**config.mk**
```make
export PLATFORM = sky130hd
export DESIGN_NAME = aport_csr
export DESIGN_NICKNAME = d
export VERILOG_FILES = /design/src/rtl/aport_csr_pkg.sv /design/src/rtl/aport_alias_reg.sv /design/src/rtl/aport_sticky_flags.sv /design/src/rtl/aport_csr.sv
export SDC_FILE = /design/constraint.sdc
export NUM_CORES = 1
export LEC_CHECK = 0
export BUFFER_PORTS_ARGS = -buffer_cell sky130_fd_sc_hd__buf_2
export CORE_MARGIN = 4
export CORE_UTILIZATION = 45
export DETAILED_ROUTE_END_ITERATION = 8
export PLACE_DENSITY = 0.8
export SLEW_MARGIN = 20
export SYNTH_ARGS = -nofsm -noshare
export SYNTH_HDL_FRONTEND = slang
export SYNTH_HIERARCHICAL = 1
export SYNTH_SLANG_ARGS = --single-unit
export TNS_END_PERCENT = 10
```
**constraint.sdc**
```tcl
create_clock -name clk -period 4.01 [get_ports clk]
set_clock_uncertainty 0.15 [all_clocks]
set_input_delay 0.401 -clock clk [delete_from_list [all_inputs] [get_ports clk]]
set_output_delay 0.401 -clock clk [all_outputs]
set_load 0.005 [all_outputs]
```
**src/rtl/aport_csr_pkg.sv**
```systemverilog
// Package: shared types and layout constants for the audio port register bank.
// Assumes a 32-bit data path; the bit positions below are decoded by the
// port logic that consumes ctrl_word, so they are fixed.
package aport_csr_pkg;

    localparam int CSR_W = 32;

    // Register selector, taken from address bits [5:4]
    typedef enum logic [1:0] {
        SEL_CTRL = 2'd0,
        SEL_STAT = 2'd1,
        SEL_DATA = 2'd2,
        SEL_VER  = 2'd3
    } csr_sel_e;

    // Access kind, taken from address bits [3:2]
    typedef enum logic [1:0] {
        OP_WRITE = 2'd0,
        OP_SET   = 2'd1,
        OP_CLR   = 2'd2,
        OP_NONE  = 2'd3
    } csr_op_e;

    // Control bit positions
    localparam int CB_SOFT_RST = 31;
    localparam int CB_CLK_GATE = 30;
    localparam int CB_ERR_IEN  = 25;
    localparam int CB_SVC_IEN  = 24;
    localparam int CB_SLAVE    = 2;
    localparam int CB_RX_SEL   = 1;
    localparam int CB_RUN      = 0;

    // Status bit positions
    localparam int SB_UNF  = 6;
    localparam int SB_OVF  = 5;
    localparam int SB_SVC  = 4;
    localparam int SB_BUSY = 0;

    localparam logic [CSR_W-1:0] CTRL_RESET = 32'hC000_0000;
    localparam logic [CSR_W-1:0] DATA_RESET = 32'h0000_0000;

endpackage

```
**src/rtl/aport_alias_reg.sv**
```systemverilog
// Module: one register word with write, set-alias and clear-alias updates.
// Assumes at most one access per cycle. hold_i forces the reset value.
// When SELF_HOLD is set, a result whose top bit is 1 also collapses to the
// reset value, so the word's own top bit acts as a soft reset.
module aport_alias_reg
    import aport_csr_pkg::*;
#(
    parameter int              W         = 32,
    parameter logic [W-1:0]    RESET_VAL = '0,
    parameter bit              SELF_HOLD = 1'b0
) (
    input  logic          clk,
    input  logic          rst_n,
    input  logic          hold_i,
    input  logic          wr_i,
    input  csr_op_e       op_i,
    input  logic [W-1:0]  wdata_i,
    output logic [W-1:0]  q_o
);

    logic [W-1:0] q_r;
    logic [W-1:0] upd;
    logic [W-1:0] nxt;

    // Purpose: apply the access kind to the current value.
    always_comb begin
        upd = q_r;
        if (wr_i) begin
            unique case (op_i)
                OP_WRITE: upd = wdata_i;
                OP_SET:   upd = q_r | wdata_i;
                OP_CLR:   upd = q_r & ~wdata_i;
                default:  upd = q_r;
            endcase
        end
    end

    // Purpose: pick the self-hold variant chosen by the parameter.
    generate
        if (SELF_HOLD) begin : g_self
            assign nxt = upd[W-1] ? RESET_VAL : upd;
        end else begin : g_plain
            assign nxt = upd;
        end
    endgenerate

    // Purpose: register the word, with reset and external hold.
    always_ff @(posedge clk) begin
        if (!rst_n || hold_i) q_r <= RESET_VAL;
        else                  q_r <= nxt;
    end

    assign q_o = q_r;

    // a set write drops no bit that was already on
    a_r3_set_keeps: assert property (@(posedge clk) disable iff (!rst_n)
        (wr_i && op_i == OP_SET && !hold_i &&
         !(SELF_HOLD && (q_r[W-1] || wdata_i[W-1])))
        |=> ((q_o & $past(q_o)) == $past(q_o)));

    // a clear write leaves none of the written-one bits on
    a_r4_clr_drops: assert property (@(posedge clk) disable iff (!rst_n)
        (wr_i && op_i == OP_CLR && !hold_i && !(SELF_HOLD && q_r[W-1]))
        |=> ((q_o & $past(wdata_i)) == '0));

endmodule

```
**src/rtl/aport_sticky_flags.sv**
```systemverilog
// Module: a bank of sticky event flags.
// Assumes events are single-cycle pulses. A pulse wins over a clear in the
// same cycle, so no event is lost. hold_i keeps every flag at 0.
module aport_sticky_flags #(
    parameter int N = 2
) (
    input  logic          clk,
    input  logic          rst_n,
    input  logic          hold_i,
    input  logic [N-1:0]  evt_i,
    input  logic [N-1:0]  clr_i,
    output logic [N-1:0]  flag_o
);

    logic [N-1:0] flag_r;

    generate
        for (genvar i = 0; i < N; i++) begin : g_flag
            // Purpose: latch the event, drop on clear, event has priority.
            always_ff @(posedge clk) begin
                if (!rst_n || hold_i) flag_r[i] <= 1'b0;
                else if (evt_i[i])    flag_r[i] <= 1'b1;
                else if (clr_i[i])    flag_r[i] <= 1'b0;
            end

            // a set flag survives any cycle without its clear
            a_r6_sticky: assert property (@(posedge clk) disable iff (!rst_n)
                (flag_o[i] && !clr_i[i] && !hold_i) |=> flag_o[i]);

            // a pulse always leaves the flag set (clear cannot beat it)
            a_r6_evt_wins: assert property (@(posedge clk) disable iff (!rst_n)
                (evt_i[i] && !hold_i) |=> flag_o[i]);

            // soft reset keeps the flag low
            a_r5_flag_held: assert property (@(posedge clk) disable iff (!rst_n)
                hold_i |=> !flag_o[i]);
        end
    endgenerate

    assign flag_o = flag_r;

endmodule

```
**src/rtl/aport_csr.sv**
```systemverilog
// Module: audio serial port register bank (top).
// Decodes a simple valid/write bus into four registers at 0x00, 0x10, 0x20
// and 0x30, each with a set alias (+0x4) and a clear alias (+0x8).
// Assumes one access per cycle. Read data is registered and returned
// one cycle after the request.
module aport_csr
    import aport_csr_pkg::*;
#(
    parameter int               ADDR_W  = 8,
    parameter logic [31:0]      VERSION = 32'h0001_0203
) (
    input  logic               clk,
    input  logic               rst_n,
    input  logic               bus_valid,
    input  logic               bus_write,
    input  logic [ADDR_W-1:0]  bus_addr,
    input  logic [31:0]        bus_wdata,
    output logic [31:0]        bus_rdata,
    output logic               bus_rvalid,
    input  logic               fifo_unf_pulse,
    input  logic               fifo_ovf_pulse,
    input  logic               fifo_svc_req,
    input  logic               fifo_busy,
    output logic [31:0]        ctrl_word,
    output logic [31:0]        data_word,
    output logic               err_irq,
    output logic               svc_irq
);

    localparam int MAP_BITS = 6;                 // 4 registers x 4 slots x 4 bytes
    localparam int HI_W     = ADDR_W - MAP_BITS;
    localparam int NFLAG    = 2;                 // [1] underflow, [0] overflow

    logic              hit;
    csr_sel_e          sel;
    csr_op_e           op;
    logic              wr_any;
    logic              ctrl_wr;
    logic              data_wr;
    logic [NFLAG-1:0]  flag_clr;
    logic [NFLAG-1:0]  flag_evt;
    logic [NFLAG-1:0]  flags;
    logic [31:0]       ctrl_q;
    logic [31:0]       data_q;
    logic [31:0]       stat_view;
    logic [31:0]       rd_mux;
    logic              soft_rst;

    // Purpose: decode the address into a register selector and access kind.
    always_comb begin
        hit = bus_valid && (bus_addr[ADDR_W-1:MAP_BITS] == HI_W'(0))
                        && (bus_addr[1:0] == 2'b00)
                        && (csr_op_e'(bus_addr[3:2]) != OP_NONE);
        sel = csr_sel_e'(bus_addr[5:4]);
        op  = csr_op_e'(bus_addr[3:2]);
    end

    // Purpose: route write strobes to the register that owns the address.
    always_comb begin
        wr_any   = hit && bus_write;
        ctrl_wr  = wr_any && (sel == SEL_CTRL);
        data_wr  = wr_any && (sel == SEL_DATA);
        flag_clr = '0;
        if (wr_any && sel == SEL_STAT && op == OP_CLR)
            flag_clr = {bus_wdata[SB_UNF], bus_wdata[SB_OVF]};
    end

    aport_alias_reg #(
        .W         (32),
        .RESET_VAL (CTRL_RESET),
        .SELF_HOLD (1'b1)
    ) u_ctrl (
        .clk     (clk),
        .rst_n   (rst_n),
        .hold_i  (1'b0),
        .wr_i    (ctrl_wr),
        .op_i    (op),
        .wdata_i (bus_wdata),
        .q_o     (ctrl_q)
    );

    assign soft_rst = ctrl_q[CB_SOFT_RST];

    aport_alias_reg #(
        .W         (32),
        .RESET_VAL (DATA_RESET),
        .SELF_HOLD (1'b0)
    ) u_data (
        .clk     (clk),
        .rst_n   (rst_n),
        .hold_i  (soft_rst),
        .wr_i    (data_wr),
        .op_i    (op),
        .wdata_i (bus_wdata),
        .q_o     (data_q)
    );

    assign flag_evt = {fifo_unf_pulse, fifo_ovf_pulse};

    aport_sticky_flags #(
        .N (NFLAG)
    ) u_flags (
        .clk    (clk),
        .rst_n  (rst_n),
        .hold_i (soft_rst),
        .evt_i  (flag_evt),
        .clr_i  (flag_clr),
        .flag_o (flags)
    );

    // Purpose: assemble the status word from sticky flags and live levels.
    always_comb begin
        stat_view          = '0;
        stat_view[SB_UNF]  = flags[1];
        stat_view[SB_OVF]  = flags[0];
        stat_view[SB_SVC]  = fifo_svc_req;
        stat_view[SB_BUSY] = fifo_busy;
    end

    // Purpose: select the read value for the addressed register.
    always_comb begin
        rd_mux = '0;
        if (hit) begin
            unique case (sel)
                SEL_CTRL: rd_mux = ctrl_q;
                SEL_STAT: rd_mux = stat_view;
                SEL_DATA: rd_mux = data_q;
                default:  rd_mux = VERSION;
            endcase
        end
    end

    // Purpose: register read data and its valid flag.
    always_ff @(posedge clk) begin
        if (!rst_n) begin
            bus_rdata  <= '0;
            bus_rvalid <= 1'b0;
        end else begin
            bus_rdata  <= rd_mux;
            bus_rvalid <= bus_valid && !bus_write;
        end
    end

    // Purpose: drive interrupts and register mirrors.
    assign err_irq   = ctrl_q[CB_ERR_IEN] && (flags != '0);
    assign svc_irq   = ctrl_q[CB_SVC_IEN] && fifo_svc_req;
    assign ctrl_word = ctrl_q;
    assign data_word = data_q;

    // every read request is answered in the next cycle
    a_r2_rvalid: assert property (@(posedge clk) disable iff (!rst_n)
        (bus_valid && !bus_write) |=> bus_rvalid);

    // soft reset pins the control word to its reset pattern
    a_r5_ctrl_held: assert property (@(posedge clk) disable iff (!rst_n)
        ctrl_word[CB_SOFT_RST] |-> (ctrl_word == CTRL_RESET));

    // the error interrupt needs its enable
    a_r8_err_irq_en: assert property (@(posedge clk) disable iff (!rst_n)
        err_irq |-> ctrl_word[CB_ERR_IEN]);

    // identification reads return the constant
    a_r10_version: assert property (@(posedge clk) disable iff (!rst_n)
        (bus_valid && !bus_write && bus_addr == ADDR_W'(8'h30)) |=> (bus_rdata == VERSION));

    // an out-of-range read returns zero
    a_r11_unmapped: assert property (@(posedge clk) disable iff (!rst_n)
        (bus_valid && !bus_write && bus_addr[1:0] != 2'b00) |=> (bus_rdata == 32'h0));

endmodule

```
# Word level (Yosys, flattened, before mapping)
# Index checks and enable logic that the tools add are counted.
op_classes:
  eq_ne: 5
  n_mux: 10
  bitwise: 6
  reduce_logical: 26
ops:
  columns: ["operator", "count"]
  rows:
  - ["32-bit case mux with 3 select lines", 3]
  - ["32-bit bitwise AND", 2]
  - ["32-bit two-way mux", 2]
  - ["32-bit OR", 2]
  - ["32-bit inverter", 1]
  - ["1-bit logical AND", 11]
  - ["2-bit logical NOT", 4]
  - ["2-bit AND reduction", 3]
  - ["2-bit nonzero test", 3]
  - ["2-bit by 1-bit equality test with 1-bit output (second input constant)", 2]
  - ["2-bit equality test (second input constant)", 2]
  - ["1-bit two-way mux", 4]
  - ["3-bit nonzero test", 1]
  - ["1-bit logical NOT", 2]
  - ["2-bit two-way mux", 1]
  - ["2-bit inequality test (second input constant)", 1]
  - ["2-bit OR reduction", 1]
  - ["1-bit logical OR", 1]
  - ["1-bit inverter", 1]
totals:
  regBits: 99
  input_bits: 48
  out_inout_bits: 99
  wordCells: 54

# Longest topological paths before layout
logic_depth:
  word_depth: 10
  depth_mapped: 8
  mapped_depth_nobuf: 6

# Modules after synthesis
# The synthesis kept the hierarchy.
by_module_without_submodules:
  columns: ["module", "instances", "cells_per_inst", "area_each_um2", "seq_area_each_um2"]
  rows:
  - ["aport_alias_reg (u_data)", 1, 189, 1949.4, 640.6]
  - ["aport_alias_reg (u_ctrl)", 1, 178, 1587.8, 640.6]
  - ["aport_csr", 1, 134, 1392.6, 660.6]
  - ["aport_sticky_flags", 1, 9, 76.3, 40.0]

# Worst setup path before layout
# Ideal clock, no wire load.
synth_timing:
  path_kind: "input to register"
  start: "input port bus_addr[4]"
  end: "register u_ctrl.q_r[30], in the netlist u_ctrl/q_o[30]"
  setup_time_ns: 0.124
  arrival_ns: 1.934
  required_time_ns: 3.736
  setup_slack_ns: 1.802
  path_stages: 7
  path_buffers: 3
  path_cell_list: "clkbuf_1 buf_2 nor3_1 nor2b_1 buf_6 a211o_4 a2111o_1"
synth_between:
  elab_chain_cells: 4
  word_cells_on_any_way: 5
  cone_classes: "1 x mux; 4 x reduce/logical"
synth_rtl:
  columns: ["element", "line", "text"]
  rows:
  - ["start, declared", "aport_csr.sv:16", "input logic [ADDR_W-1:0] bus_addr,"]
  - ["2-bit logical NOT *", "aport_csr.sv:61", "ctrl_wr = wr_any && (sel == SEL_CTRL);"]
  - ["1-bit logical AND *", "aport_csr.sv:61", null]
  - ["net ctrl_wr", "aport_csr.sv:38", "logic ctrl_wr;"]
  - ["32-bit two-way mux", "aport_alias_reg.sv:28", "if (wr_i) begin"]
  - ["2-bit OR reduction (no line)", null, null]
  - ["end signal, assigned", "aport_alias_reg.sv:50", "else q_r <= nxt;"]
  - ["end, declared", "aport_alias_reg.sv:21", "logic [W-1:0] q_r;"]
# Mark *: on every way through the listed nets, which the timed path passes. The rest lies on a longest branch.
# A chain may end at the register's enable or synchronous reset.

# Worst setup path after layout
layout_timing:
  start: "input port bus_addr[3]"
  end: "register u_ctrl.q_r[30], in the netlist u_ctrl/q_o[30]"
layout_between:
  elab_chain_cells: 6
  word_cells_on_any_way: 12
  cone_classes: "3 x eq/ne; 2 x mux; 7 x reduce/logical"
layout_rtl:
  columns: ["element", "line", "text"]
  rows:
  - ["2-bit inequality test *", "aport_csr.sv:53", "&& (csr_op_e'(bus_addr[3:2]) != OP_NONE);"]
  - ["1-bit logical AND *", "aport_csr.sv:53", null]
  - ["1-bit logical AND *", "aport_csr.sv:60", "wr_any = hit && bus_write;"]
  - ["1-bit logical AND *", "aport_csr.sv:61", null]
  - ["net ctrl_wr", "aport_csr.sv:38", null]
  - ["32-bit two-way mux", "aport_alias_reg.sv:28", null]
  - ["2-bit OR reduction (no line)", null, null]
# Marked as above.

==> impl_results.rst <==
.. list-table::
   :header-rows: 1

   * - Metric
     - Value
   * - Flip-flop cell with the highest count after synthesis
     - dfxtp_1
   * - Proportion of layout cells with a drive suffix above 1
     - 38.8%
   * - First-pass DRT Iterations
     - 4
   * - Count of endpoints failing setup in the final report
     - 0
   * - Reg2Reg Setup Slack
     - 2.37 ns
   * - Instance count along the most critical hold path
     - 3
   * - Power density over the cells
     - 337 nW/um^2
   * - Endpoint kind of the worst setup timing path
     - register
   * - Setup TNS after final layout
     - 0 ns
   * - Count of routing violations after the opening detailed-route iteration
     - 217
   * - Type of the setup path with the least slack
     - in2reg
   * - Overflow after GRT
     - 0
   * - Number of maximum-capacitance violations
     - 0
   * - Hold path startpoint
     - fifo_ovf_pulse
   * - List of cells traversed by the critical path
     - buf_2, a211oi_4, nand3_1, nor3_1, nand2b_1, buf_4, o21a_2, a2111o_1
   * - First-pass GRT wire length
     - 22100 um
   * - Average cell area after synthesis
     - 9.82 um^2
   * - Placeable core area
     - 10800 um^2
   * - Nets in the synthesized netlist
     - 561
   * - Flip-flop and latch count after synthesis
     - 99
   * - Highest-count cells in the layout ignoring fill and taps
     - 146 x buf_2, 99 x dfxtp_1, 67 x nor2b_1
   * - Post-synthesis cell type with the largest combined area
     - dfxtp_1
   * - Worst Hold Endpoint
     - u_flags/flag_o[0]
   * - Antenna-violating nets left
     - 0
   * - Total GRT Usage
     - 21.3%
   * - Die span in y
     - 113 um
   * - Final worst slack
     - 1.25 ns
   * - Clock slew seen by the registers of the worst setup and hold paths
     - 0.10 ns
   * - WL final
     - 13900 um
   * - Initial Utilization
     - 46.2%
   * - Peak Freq
     - 362 MHz
   * - Worst path max stage delay
     - 0.51 ns
   * - Hold violation count in the final report
     - 0
   * - Initial antenna violation count
     - 1
   * - Num Clock Sinks
     - 99
   * - Required time worst endpoint
     - 4.12 ns
   * - Worst-case setup slack after placement
     - 0.869 ns
   * - Type of the worst min-delay path
     - in2reg
   * - Worst slew margin
     - 34.0%
   * - Final critical delay including setup and external delays
     - 2.76 ns
   * - Netlist Area Pre-Place
     - 5010 um^2
   * - Placed Cells
     - 758
   * - Leakage power
     - 2.28 nW
   * - Buffer levels on the longest clock path
     - 2
   * - I/O Pins
     - 147
   * - Clock tree root buffer cell
     - clkbuf_8
   * - Synthesis-to-layout area growth
     - 17.2%
   * - Wire length per cell after detailed routing
     - 18.0 um
   * - Element type at the critical path start
     - primary input
   * - Number of buffers added by the clock tree synthesis step
     - 9
   * - End of the worst register-to-register path
     - u_data/q_o[19]
   * - Die ar.
     - 12900 um^2
   * - Library cells used by synthesis
     - 40
   * - Maximum number of pins on one net before global-route repair
     - 39
   * - Tcrit/Tclk final
     - 68.9%
   * - Number of buffers added to fix hold violations after cts
     - 0
   * - Async set or reset register ratio after synthesis
     - 0%
   * - Sequential area share after synthesis
     - 39.6%
   * - Number of standard-cell rows in the floorplan
     - 38
   * - Worst supply voltage drop on vdd
     - 159 uV
   * - Die outline width
     - 113 um
   * - Largest cells by area after synthesis
     - dfxtp_1 40%, a211oi_2 10%, nor2b_1 8.5%
   * - Number of standard cells in the final layout excluding fillers
     - 775
   * - Number of vias per cell after detailed routing
     - 5.53
   * - Maximum level of the CTS H-tree
     - 3
   * - Remaining design rule violation count
     - 0
   * - Worst flop-to-flop path startpoint
     - u_ctrl/q_o[31]
   * - Unrepaired setup endpoints after global routing
     - false
   * - Arrival time of data at the critical path endpoint
     - 2.87 ns
   * - Layout Utilization
     - 54.1%
   * - CTS resizes
     - 0
   * - Number of buffers added on ports
     - 146
   * - Number of vias in the routed layout
     - 4284
   * - Final weighted congestion in routability-driven placement
     - 0.788
   * - Worst reg2reg path depth
     - 2
   * - Source-to-sink clock delay at the later pin of the worst-skew pair
     - 0.37 ns
   * - Post-synthesis cell count
     - 510
   * - CTS tree
     - yes
   * - Detailed placement HPWL
     - 9540 um
   * - Pin slew with the least headroom to its limit
     - 0.990 ns
   * - Top-area cell type share of the netlist area
     - 39.6%
   * - Max Transition Viols Final
     - 0
   * - Run status
     - finished clean
   * - Via count of the first global-routing pass
     - 4292
   * - Most frequent standard cell in the layout excluding fill and tap cells
     - buf_2
   * - Number of enable flip-flop cells after synthesis
     - 0
   * - Min Hold Slack
     - 0.102 ns
   * - Highest fanout seen on the critical path
     - 38
   * - Total of warnings raised by yosys
     - 6
   * - # Post-CTS Setup Buffers
     - 0
   * - Standard cell with the maximum stage delay on the critical path
     - o21a_2
   * - Layout net count
     - 680
metrics by stage:
stage               area (um^2)  power (mW)
floorplan                  5010        1.16
global placement           5620        1.20
detailed placement         5620        1.21
CTS                        5870        1.99
global route               5870        2.05
finish                     5870        1.98
how the worst max path moves through the flow:
| stage | startpoint | endpoint |
|---|---|---|
| detailed placement | bus_addr[3] | u_ctrl/q_o[30] |
| CTS | bus_addr[3] | u_ctrl/q_o[30] |
| global route | bus_addr[3] | u_ctrl/q_o[30] |
| global placement | bus_addr[3] | u_ctrl/q_o[30] |
| finish | bus_addr[3] | u_ctrl/q_o[30] |
| floorplan | bus_addr[4] | u_ctrl/q_o[30] |
state kept, by name, summed over array words and instances, names as in the netlist:
name / flops
u_flags/flag_o: 2
u_data/q_o: 32
u_ctrl/q_o: 32
bus_rvalid: 1
bus_rdata: 32
synthesized netlist by cell type (2+ instances only):
library cell,count
a211oi_1,23
nand2b_1,5
nand4b_1,2
buf_2,12
a21oi_1,40
clkbuf_8,2
buf_6,10
ha_1,3
o21a_1,3
o22ai_2,20
inv_1,7
nor3_1,6
o21ai_0,33
clkbuf_1,12
mux2i_1,28
nor2_1,19
a211oi_2,41
buf_12,3
nor3_2,4
nand2_1,36
o22ai_1,12
nor2b_1,68
or2_2,3
dfxtp_1,99
or2_1,2
buf_4,3
routing by layer:
metal	routed length [um]	global-route usage (%)	up-vias
met2	7090	37.5	152
met4	336	9.29	0
met3	987	4.30	26
met5	0	0	-
met1	5510	24.9	2049
li1	-	-	2057
cell families after synthesis:
family,Yosys count,share of synthesized area [%]
AOI/OAI and AO/OA,175,28.9
and+or+nand+nor,153,17.4
DFF,99,39.6
buffers and inverters,51,7.65
muxes,28,5.60
adders and majority gates,3,0.750
other,1,0.0749
critical path: cells and delay by family:
kind	cells	cell delay, ns
AOI/OAI and AO/OA	3	1.37
buffers and inverters	2	0.55
and+or+nand+nor	3	0.55
final cells by class:
class                           instances  area, um^2
Clock inverter                          6         113
Timing Repair Buffer                  152         776
Multi-Input combinational cell        360        2660
Antenna cell                            1        2.50
Inverter                                7        26.3
Clock buffer                           10         138
Fill cell                            1005        4970
Sequential cell                        99        1980
Tap cell                              140         175
power breakdown:
group          leakage, nW  switching [mW]  internal (mW)
combinational         1.36           0.125         0.0794
sequential           0.797        0.000186          0.983
clock                0.126           0.358          0.433
total                 2.28           0.483           1.49
(Power assumes the default switching activity.)
